--- src/rtl/tgr_pkg.sv ---
package tgr_pkg;
  localparam int unsigned TGR_BX_W    = 12;
  localparam int unsigned TGR_EV_W    = 8;
  localparam int unsigned TGR_EXT_W   = 32;
  localparam int unsigned TGR_DLY_W   = 8;
  localparam int unsigned TGR_DEPTH   = 16;
  localparam int unsigned TGR_ERR_W   = 16;
  localparam int unsigned TGR_BX_LAST = 3563;

  // index of each reset channel inside the aligner bank
  typedef enum logic {
    RST_CH_BX = 1'b0,
    RST_CH_EV = 1'b1
  } rst_ch_e;
endpackage

--- src/rtl/tgr_pulse_delay.sv ---
module tgr_pulse_delay #(
  parameter int unsigned DLY_W = 8
) (
  input  logic             clk,
  input  logic             rst_n,
  input  logic             pulse_i,
  input  logic [DLY_W-1:0] dly_i,
  output logic             pulse_o
);
  localparam int unsigned TAPS = (1 << DLY_W) - 1;

  logic [TAPS-1:0]  line_q;
  logic [TAPS-1:0]  line_d;
  logic [DLY_W-1:0] tap_sel;

  // line_q[k] holds the input sampled k+1 edges ago
  always_comb begin
    line_d  = {line_q[TAPS-2:0], pulse_i};
    tap_sel = dly_i - 1'b1;
  end

  always_ff @(posedge clk or negedge rst_n) begin
    if (!rst_n) line_q <= '0;
    else        line_q <= line_d;
  end

  always_comb begin
    if (dly_i == '0) pulse_o = pulse_i;
    else             pulse_o = line_q[tap_sel];
  end
endmodule

--- src/rtl/tgr_bx_counter.sv ---
module tgr_bx_counter #(
  parameter int unsigned BX_W = 12
) (
  input  logic            clk,
  input  logic            rst_n,
  input  logic            clr_i,
  input  logic [BX_W-1:0] last_i,
  output logic [BX_W-1:0] cnt_o
);
  logic [BX_W-1:0] cnt_q;
  logic [BX_W-1:0] cnt_d;

  always_comb begin
    if (clr_i)                cnt_d = '0;
    else if (cnt_q == last_i) cnt_d = '0;
    else                      cnt_d = cnt_q + 1'b1;
  end

  always_ff @(posedge clk or negedge rst_n) begin
    if (!rst_n) cnt_q <= '0;
    else        cnt_q <= cnt_d;
  end

  assign cnt_o = cnt_q;
endmodule

--- src/rtl/tgr_ev_counter.sv ---
module tgr_ev_counter #(
  parameter int unsigned BX_W  = 12,
  parameter int unsigned EXT_W = 32
) (
  input  logic             clk,
  input  logic             rst_n,
  input  logic             accept_i,
  input  logic             clr_i,
  input  logic [BX_W-1:0]  bx_i,
  output logic [EXT_W-1:0] ev_o,
  output logic             tag_valid_o,
  output logic [BX_W-1:0]  tag_bx_o,
  output logic [EXT_W-1:0] tag_ev_o
);
  logic [EXT_W-1:0] ev_q, ev_d;
  logic             ev_en;
  logic             tv_q;
  logic [BX_W-1:0]  tbx_q;
  logic [EXT_W-1:0] tev_q;

  always_comb begin
    ev_en = accept_i | clr_i;
    if (clr_i) ev_d = '0;
    else       ev_d = ev_q + 1'b1;
  end

  always_ff @(posedge clk or negedge rst_n) begin
    if (!rst_n)     ev_q <= '0;
    else if (ev_en) ev_q <= ev_d;
  end

  always_ff @(posedge clk or negedge rst_n) begin
    if (!rst_n) tv_q <= 1'b0;
    else        tv_q <= accept_i;
  end

  // tag capture uses the counter values present before this edge
  always_ff @(posedge clk or negedge rst_n) begin
    if (!rst_n) begin
      tbx_q <= '0;
      tev_q <= '0;
    end else if (accept_i) begin
      tbx_q <= bx_i;
      tev_q <= ev_q;
    end
  end

  assign ev_o        = ev_q;
  assign tag_valid_o = tv_q;
  assign tag_bx_o    = tbx_q;
  assign tag_ev_o    = tev_q;
endmodule

--- src/rtl/tgr_frag_check.sv ---
module tgr_frag_check #(
  parameter int unsigned BX_W  = 12,
  parameter int unsigned EV_W  = 8,
  parameter int unsigned DEPTH = 16,
  parameter int unsigned ERR_W = 16
) (
  input  logic             clk,
  input  logic             rst_n,
  input  logic             push_i,
  input  logic [BX_W-1:0]  push_bx_i,
  input  logic [EV_W-1:0]  push_ev_i,
  input  logic             frag_valid_i,
  input  logic [BX_W-1:0]  frag_bx_i,
  input  logic [EV_W-1:0]  frag_ev_i,
  input  logic             err_clr_i,
  output logic             err_evt_o,
  output logic             err_flag_o,
  output logic [ERR_W-1:0] err_count_o
);
  localparam int unsigned PAIR_W = BX_W + EV_W;
  localparam int unsigned PTR_W  = (DEPTH > 1) ? $clog2(DEPTH) : 1;
  localparam int unsigned LVL_W  = PTR_W + 1;
  localparam logic [LVL_W-1:0] LVL_FULL = LVL_W'(DEPTH);

  logic [PAIR_W-1:0] mem_q [DEPTH];
  logic [PTR_W-1:0]  wr_q, wr_d, rd_q, rd_d;
  logic [LVL_W-1:0]  lvl_q, lvl_d;
  logic              empty, full, pop, wr_en, mism, ovf;
  logic [PAIR_W-1:0] head, frag_pair, push_pair;
  logic              flag_q, flag_d;
  logic [ERR_W-1:0]  cnt_q, cnt_d, cnt_base;

  always_comb begin
    empty     = (lvl_q == '0);
    full      = (lvl_q == LVL_FULL);
    head      = mem_q[rd_q];
    frag_pair = {frag_bx_i, frag_ev_i};
    push_pair = {push_bx_i, push_ev_i};
    pop       = frag_valid_i & ~empty;
    mism      = frag_valid_i & (empty | (head != frag_pair));
    ovf       = push_i & full & ~pop;
    wr_en     = push_i & ~ovf;
  end

  always_comb begin
    rd_d  = pop   ? rd_q + 1'b1 : rd_q;
    wr_d  = wr_en ? wr_q + 1'b1 : wr_q;
    case ({wr_en, pop})
      2'b10:   lvl_d = lvl_q + 1'b1;
      2'b01:   lvl_d = lvl_q - 1'b1;
      default: lvl_d = lvl_q;
    endcase
  end

  always_ff @(posedge clk or negedge rst_n) begin
    if (!rst_n) begin
      rd_q  <= '0;
      wr_q  <= '0;
      lvl_q <= '0;
    end else begin
      rd_q  <= rd_d;
      wr_q  <= wr_d;
      lvl_q <= lvl_d;
    end
  end

  // queue storage carries no reset; validity comes from lvl_q
  always_ff @(posedge clk) begin
    if (wr_en) mem_q[wr_q] <= push_pair;
  end

  always_comb begin
    err_evt_o = mism | ovf;
    flag_d    = (err_clr_i ? 1'b0 : flag_q) | err_evt_o;
    cnt_base  = err_clr_i ? '0 : cnt_q;
    if (err_evt_o && !(&cnt_base)) cnt_d = cnt_base + 1'b1;
    else                           cnt_d = cnt_base;
  end

  always_ff @(posedge clk or negedge rst_n) begin
    if (!rst_n) begin
      flag_q <= 1'b0;
      cnt_q  <= '0;
    end else begin
      flag_q <= flag_d;
      cnt_q  <= cnt_d;
    end
  end

  assign err_flag_o  = flag_q;
  assign err_count_o = cnt_q;
endmodule

--- src/rtl/xing_evt_tagger.sv ---
module xing_evt_tagger
  import tgr_pkg::*;
#(
  parameter int unsigned BX_W  = TGR_BX_W,
  parameter int unsigned EV_W  = TGR_EV_W,
  parameter int unsigned EXT_W = TGR_EXT_W,
  parameter int unsigned DLY_W = TGR_DLY_W,
  parameter int unsigned DEPTH = TGR_DEPTH,
  parameter int unsigned ERR_W = TGR_ERR_W
) (
  input  logic             clk,
  input  logic             rst_n,
  input  logic             bunch_rst_i,
  input  logic             event_rst_i,
  input  logic             accept_i,
  input  logic [DLY_W-1:0] bx_dly_i,
  input  logic [DLY_W-1:0] ev_dly_i,
  input  logic [BX_W-1:0]  bx_last_i,
  input  logic             frag_valid_i,
  input  logic [BX_W-1:0]  frag_bx_i,
  input  logic [EV_W-1:0]  frag_ev_i,
  input  logic             err_clr_i,
  output logic             tag_valid_o,
  output logic [BX_W-1:0]  tag_bx_o,
  output logic [EV_W-1:0]  tag_ev_o,
  output logic [EXT_W-1:0] tag_ev_ext_o,
  output logic             err_flag_o,
  output logic [ERR_W-1:0] err_count_o
);
  localparam int unsigned N_RST = 2;

  logic [N_RST-1:0] rst_raw;
  logic [N_RST-1:0] rst_algn;
  logic [DLY_W-1:0] rst_dly [N_RST];
  logic             bx_rst_d, ev_rst_d;
  logic [BX_W-1:0]  bx_cnt;
  logic [EXT_W-1:0] ev_ext;
  logic [EXT_W-1:0] tag_ext;
  logic             err_evt;

  always_comb begin
    rst_raw[RST_CH_BX] = bunch_rst_i;
    rst_raw[RST_CH_EV] = event_rst_i;
    rst_dly[RST_CH_BX] = bx_dly_i;
    rst_dly[RST_CH_EV] = ev_dly_i;
    bx_rst_d           = rst_algn[RST_CH_BX];
    ev_rst_d           = rst_algn[RST_CH_EV];
  end

  for (genvar g = 0; g < N_RST; g++) begin : g_algn
    tgr_pulse_delay #(.DLY_W(DLY_W)) u_dly (
      .clk     (clk),
      .rst_n   (rst_n),
      .pulse_i (rst_raw[g]),
      .dly_i   (rst_dly[g]),
      .pulse_o (rst_algn[g])
    );
  end

  tgr_bx_counter #(.BX_W(BX_W)) u_bx (
    .clk    (clk),
    .rst_n  (rst_n),
    .clr_i  (bx_rst_d),
    .last_i (bx_last_i),
    .cnt_o  (bx_cnt)
  );

  tgr_ev_counter #(.BX_W(BX_W), .EXT_W(EXT_W)) u_ev (
    .clk         (clk),
    .rst_n       (rst_n),
    .accept_i    (accept_i),
    .clr_i       (ev_rst_d),
    .bx_i        (bx_cnt),
    .ev_o        (ev_ext),
    .tag_valid_o (tag_valid_o),
    .tag_bx_o    (tag_bx_o),
    .tag_ev_o    (tag_ext)
  );

  tgr_frag_check #(.BX_W(BX_W), .EV_W(EV_W), .DEPTH(DEPTH), .ERR_W(ERR_W)) u_chkq (
    .clk          (clk),
    .rst_n        (rst_n),
    .push_i       (accept_i),
    .push_bx_i    (bx_cnt),
    .push_ev_i    (ev_ext[EV_W-1:0]),
    .frag_valid_i (frag_valid_i),
    .frag_bx_i    (frag_bx_i),
    .frag_ev_i    (frag_ev_i),
    .err_clr_i    (err_clr_i),
    .err_evt_o    (err_evt),
    .err_flag_o   (err_flag_o),
    .err_count_o  (err_count_o)
  );

  assign tag_ev_ext_o = tag_ext;
  assign tag_ev_o     = tag_ext[EV_W-1:0];
endmodule

--- config.mk ---
export PLATFORM = sky130hd
export DESIGN_NAME = xing_evt_tagger
export DESIGN_NICKNAME = d
export VERILOG_FILES = /design/src/rtl/tgr_pkg.sv /design/src/rtl/tgr_pulse_delay.sv /design/src/rtl/tgr_bx_counter.sv /design/src/rtl/tgr_ev_counter.sv /design/src/rtl/tgr_frag_check.sv /design/src/rtl/xing_evt_tagger.sv
export SDC_FILE = /design/constraint.sdc
export NUM_CORES = 1
export LEC_CHECK = 0
export CORE_MARGIN = 4
export CORE_UTILIZATION = 30
export CTS_BUF_LIST = sky130_fd_sc_hd__clkbuf_16
export DETAILED_ROUTE_END_ITERATION = 10
export DONT_BUFFER_PORTS = 1
export REMOVE_ABC_BUFFERS = 1
export SLEW_MARGIN = 20
export SYNTH_ARGS = -nofsm -noshare
export SYNTH_HDL_FRONTEND = slang
export SYNTH_SLANG_ARGS = --single-unit
--- constraint.sdc ---
create_clock -name clk -period 3.3 [get_ports clk]
set_clock_uncertainty 0.05 [all_clocks]
set_input_delay 0.33 -clock clk [delete_from_list [all_inputs] [get_ports clk]]
set_output_delay 0.33 -clock clk [all_outputs]
set_load 0.1 [all_outputs]
==> reports/results.md <==
| Result | This run |
|---|---|
| Die footprint | 124200 um2 |
| Setup-violating endpoint count in the final report | 17 |
| Switching part of the total power | 29.05% |
| Synth Flop Type | dfrtp_1 |
| Switching power | 9.051 mW |
| Number of rows in the core area | 126 |
| Area contributors post-synth | dfrtp_1 (44%), edfxtp_1 (27%), mux4_2 (13%) |
| Clock network latency to the later pin of the worst-skew pair | 0.67 ns |
| Final Routed Wirelength | 78250 um |
| Run status | finished with violations |
| Library cell contributing the largest single delay on the critical path | or4_1 |
| Number of levels in the clock H-tree | 3 |
| Smallest hold slack | 0.09201 ns |
| Final worst path period share | 108.5% |
| Most frequent cells in the layout | dfrtp_1 (616), edfxtp_1 (320), mux4_2 (198), mux2i_1 (139), buf_4 (126) |
| Required time at the worst-slack endpoint | 3.76 ns |
| Reported max-cap violation count | 0 |
| Count of antenna-violating nets left after detailed routing | 0 |
| Family of cells with the greatest summed delay on the critical path | simple AND/OR/NAND/NOR gates |
| Share of async-settable or async-resettable flops after synthesis | 66.28% |
| Wire length per cell | 20.90 um |
| Largest net degree at the start of global routing | 630 |
| DIE WIDTH | 352.4 um |
| Yosys cell types | 63 |
| CTS Buf Count | 96 |
| Post-synth EDFFs | 320 |
| Final net count | 2199 |
| Final total negative setup slack | -3.022 ns |
| Area added between synthesis and finish | 18.77% |
| Final Wtd Congestion | 0.7903 |
| Violated checks | negative setup slack |
| Global-route total usage across every layer | 12.61% |
| Netlist area before placement | 35590 um2 |
| Kind of launch point of the worst setup path | register |
| Leading cell type in the layout, fill and taps excluded | dfrtp_1 |
| Highest net fanout along the worst path | 8 |
| Number of warning messages in the yosys log | 0 |
| Initial DRT Pass Iterations | 8 |
| Total number of vias | 17.74k |
| Starting Density | 30.18% |
| First-pass GRT wire length | 122000 um |
| Placed cells | 3531 |
| Final number of max-transition violations | 0 |
| Relative slew margins | 23.42% |
| Initial antenna violation count | 3 |
| Data arrival time of the critical path | 4.04 ns |
| Detailed placer's ending HPWL | 46520 um |
| Clock-pin slew reported for the worst setup and hold paths after clock tree synthesis | 0.06 ns |
| Count of clock tree sinks | 949 |
| Die Y-Extent | 352.4 um |
| Largest vdd supply drop | 0.5299 mV |
| Worst min path class | input pin to register |
| PnR worst setup slack | -0.2820 ns |
| Buf+Inv Stages, Crit Path | 3 |
| Flip-flop and latch count after synthesis | 949 |
| Path type of the worst setup path | register to register |
| Core ar. | 117900 um2 |
| Via count of the first global-routing pass | 19.53k |
| Post-place setup slack | -0.4970 ns |
| Actual slew at the worst max-slew pin | 1.149 ns |
| Shortest period the worst path allows | 3.582 ns |
| Worst path cell trace | buf_6 > mux4_2 > mux2i_4 > nor3_2 > or4_1 > nor4_2 > nand4_1 > o41ai_4 > buf_6 > buf_12 > or2_4 > mux2_4 |
| Most common cell on crit path | buf_6 |
| Register area share after synthesis | 71.23% |
| Sequential share of power | 45.8% |
| Leakage | 17.58 nW |
| Proportion of power drawn by the clock network | 34.1% |
| Post-Syn Instances | 1952 |
| Total internal power | 22.10 mW |
| Portion of synthesized cell area occupied by the leading cell type | 44.23% |
| F_max | 0.2792 GHz |
| Number of buffers between clock root and the deepest sink | 3 |
| Final instance count without filler cells | 3745 |
| Detailed router's first-iteration violation count | 1299 |
| Dominant cell type by area after synthesis | dfrtp_1 |
| CTS tree | yes |
| Overall power | 31.15 mW |
| Unrepaired setup endpoints after global routing | yes |
| Per-instance average area after synthesis | 18.23 um2 |
| Power per cell area | 737.0 nW/um2 |
| Count of input and output buffers | 0 |
| # DRC | 0 |
| Combinational power share | 20.1% |
| Worst Setup End Kind | register |
| Average via count per standard cell | 4.736 |
| I/O pins | 125 |
| Share of layout cells above drive strength 1 | 27.91% |
| Grt total ovfl | 0 |
| Root Driver | clkbuf_16 |
| Number of hold violations in the final report | 0 |
| Slowest Stage Delay on Critical Path | 0.54 ns |
-- worst register-to-register path: cells and delay by family (launching register included) --
family / cells / cell delay [ns]
DFF: 1 / 0.42
AOI/OAI and AO/OA: 1 / 0.32
muxes: 3 / 0.98
buffers and inverters: 3 / 0.43
and+or+nand+nor: 5 / 1.22
-- per-layer routing --
| metal | vias to the layer above | track usage (%) | share of wire [%] |
|---|---|---|---|
| li1 | 7688 | - | - |
| met1 | 9526 | 16.71 | 43 |
| met2 | 398 | 20.56 | 49 |
| met3 | 126 | 2.741 | 5.5 |
| met4 | 0 | 4.522 | 2.6 |
| met5 | - | 0 | 0 |
-- synth_stat cells (20+ instances only) --
library cell    n
a21oi_1        20
buf_2          26
clkbuf_1       36
dfrtp_1       629
edfxtp_1      320
inv_1          20
mux2_2         54
mux2i_1       148
mux4_2        198
nand2_1        52
nand3_1        27
nor2_1         89
nor2b_1        26
xnor2_1        53
xor2_1         44
-- through the flow --
| step | util, % | area (um2) |
|---|---|---|
| after floorplan | - | 35100 |
| after global placement | 32.61 | 38460 |
| after detailed placement | 32.61 | 38460 |
| after CTS | 35.59 | 41970 |
| after global routing | 35.84 | 42270 |
| final | 35.84 | 42270 |
-- timing repair --
item                       CTS  global route
buffers inserted            12             4
setup endpoints to repair   17            17
hold endpoints to repair   702           306
hold buffers                12             3
pin swaps                    8            10
gates cloned                 1             1
gates resized for setup     28            22
-- power by group through the flow --
stage	clock network [mW]	logic, mW	registers [mW]
after floorplan	0	3.05	14.8
after global placement	0	5.53	14.5
after detailed placement	0	5.65	14.5
after CTS	11.0	5.93	14.3
after global routing	11.5	6.72	14.4
final	10.6	6.27	14.3
-- cells by family (layout without fill, tap and decap cells) --
logic type / Yosys count / after routing / synth area share [%]
DFF: 949 / 949 / 71.23
adders and majority gates: 16 / 16 / 0.5836
xor gates and xnor gates: 97 / 97 / 2.387
muxes: 401 / 401 / 18.44
other: 0 / 2 / 0
AOI/OAI and AO/OA: 89 / 89 / 1.807
buffers and inverters: 115 / 370 / 1.610
and+or+nand+nor: 285 / 285 / 3.945
-- registers in the layout (all words and copies together) (netlist names) --
register	cells
u_ev.tag_bx_o	12
u_chkq.rd_q	4
u_bx.cnt_o	12
u_chkq.lvl_q	5
u_chkq.wr_q	4
g_algn.u_dly.line_q	510
u_ev.tag_ev_o	32
u_chkq.err_count_o	16
u_chkq.mem_q	320
u_chkq.err_flag_o	1
u_ev.ev_o	32
u_ev.tag_valid_o	1
-- final cells by class --
cell class | count | area, um2
Multi-Input combinational cell | 888 | 10030
Tap cell | 1536 | 1922
Timing Repair Buffer | 172 | 1743
Sequential cell | 949 | 25370
Clock buffer | 97 | 2427
Clock inverter | 80 | 696.9
Inverter | 21 | 78.83
Fill cell | 10870 | 75650
Antenna cell | 2 | 5.005
-- worst paths after layout --
path	startpoint	end	slack (ns)	cells past startpoint
max	u_chkq.rd_q[0]$_DFFE_PN0P_	u_chkq.err_count_o[1]$_DFF_PN0_	-0.28	12
min	err_clr_i	u_chkq.err_count_o[1]$_DFF_PN0_	0.09	3
max reg2reg	u_chkq.rd_q[0]$_DFFE_PN0P_	u_chkq.err_count_o[1]$_DFF_PN0_	-0.28	12
min reg2reg	g_algn[0].u_dly.line_q[230]$_DFF_PN0_	g_algn[0].u_dly.line_q[231]$_DFF_PN0_	0.29	0
max in group asynchronous	rst_n	g_algn[0].u_dly.line_q[101]$_DFF_PN0_	0.29	5
min in group asynchronous	rst_n	u_ev.tag_ev_o[19]$_DFFE_PN0P_	0.35	3
No activity file was read; power rests on OpenSTA's default activity.
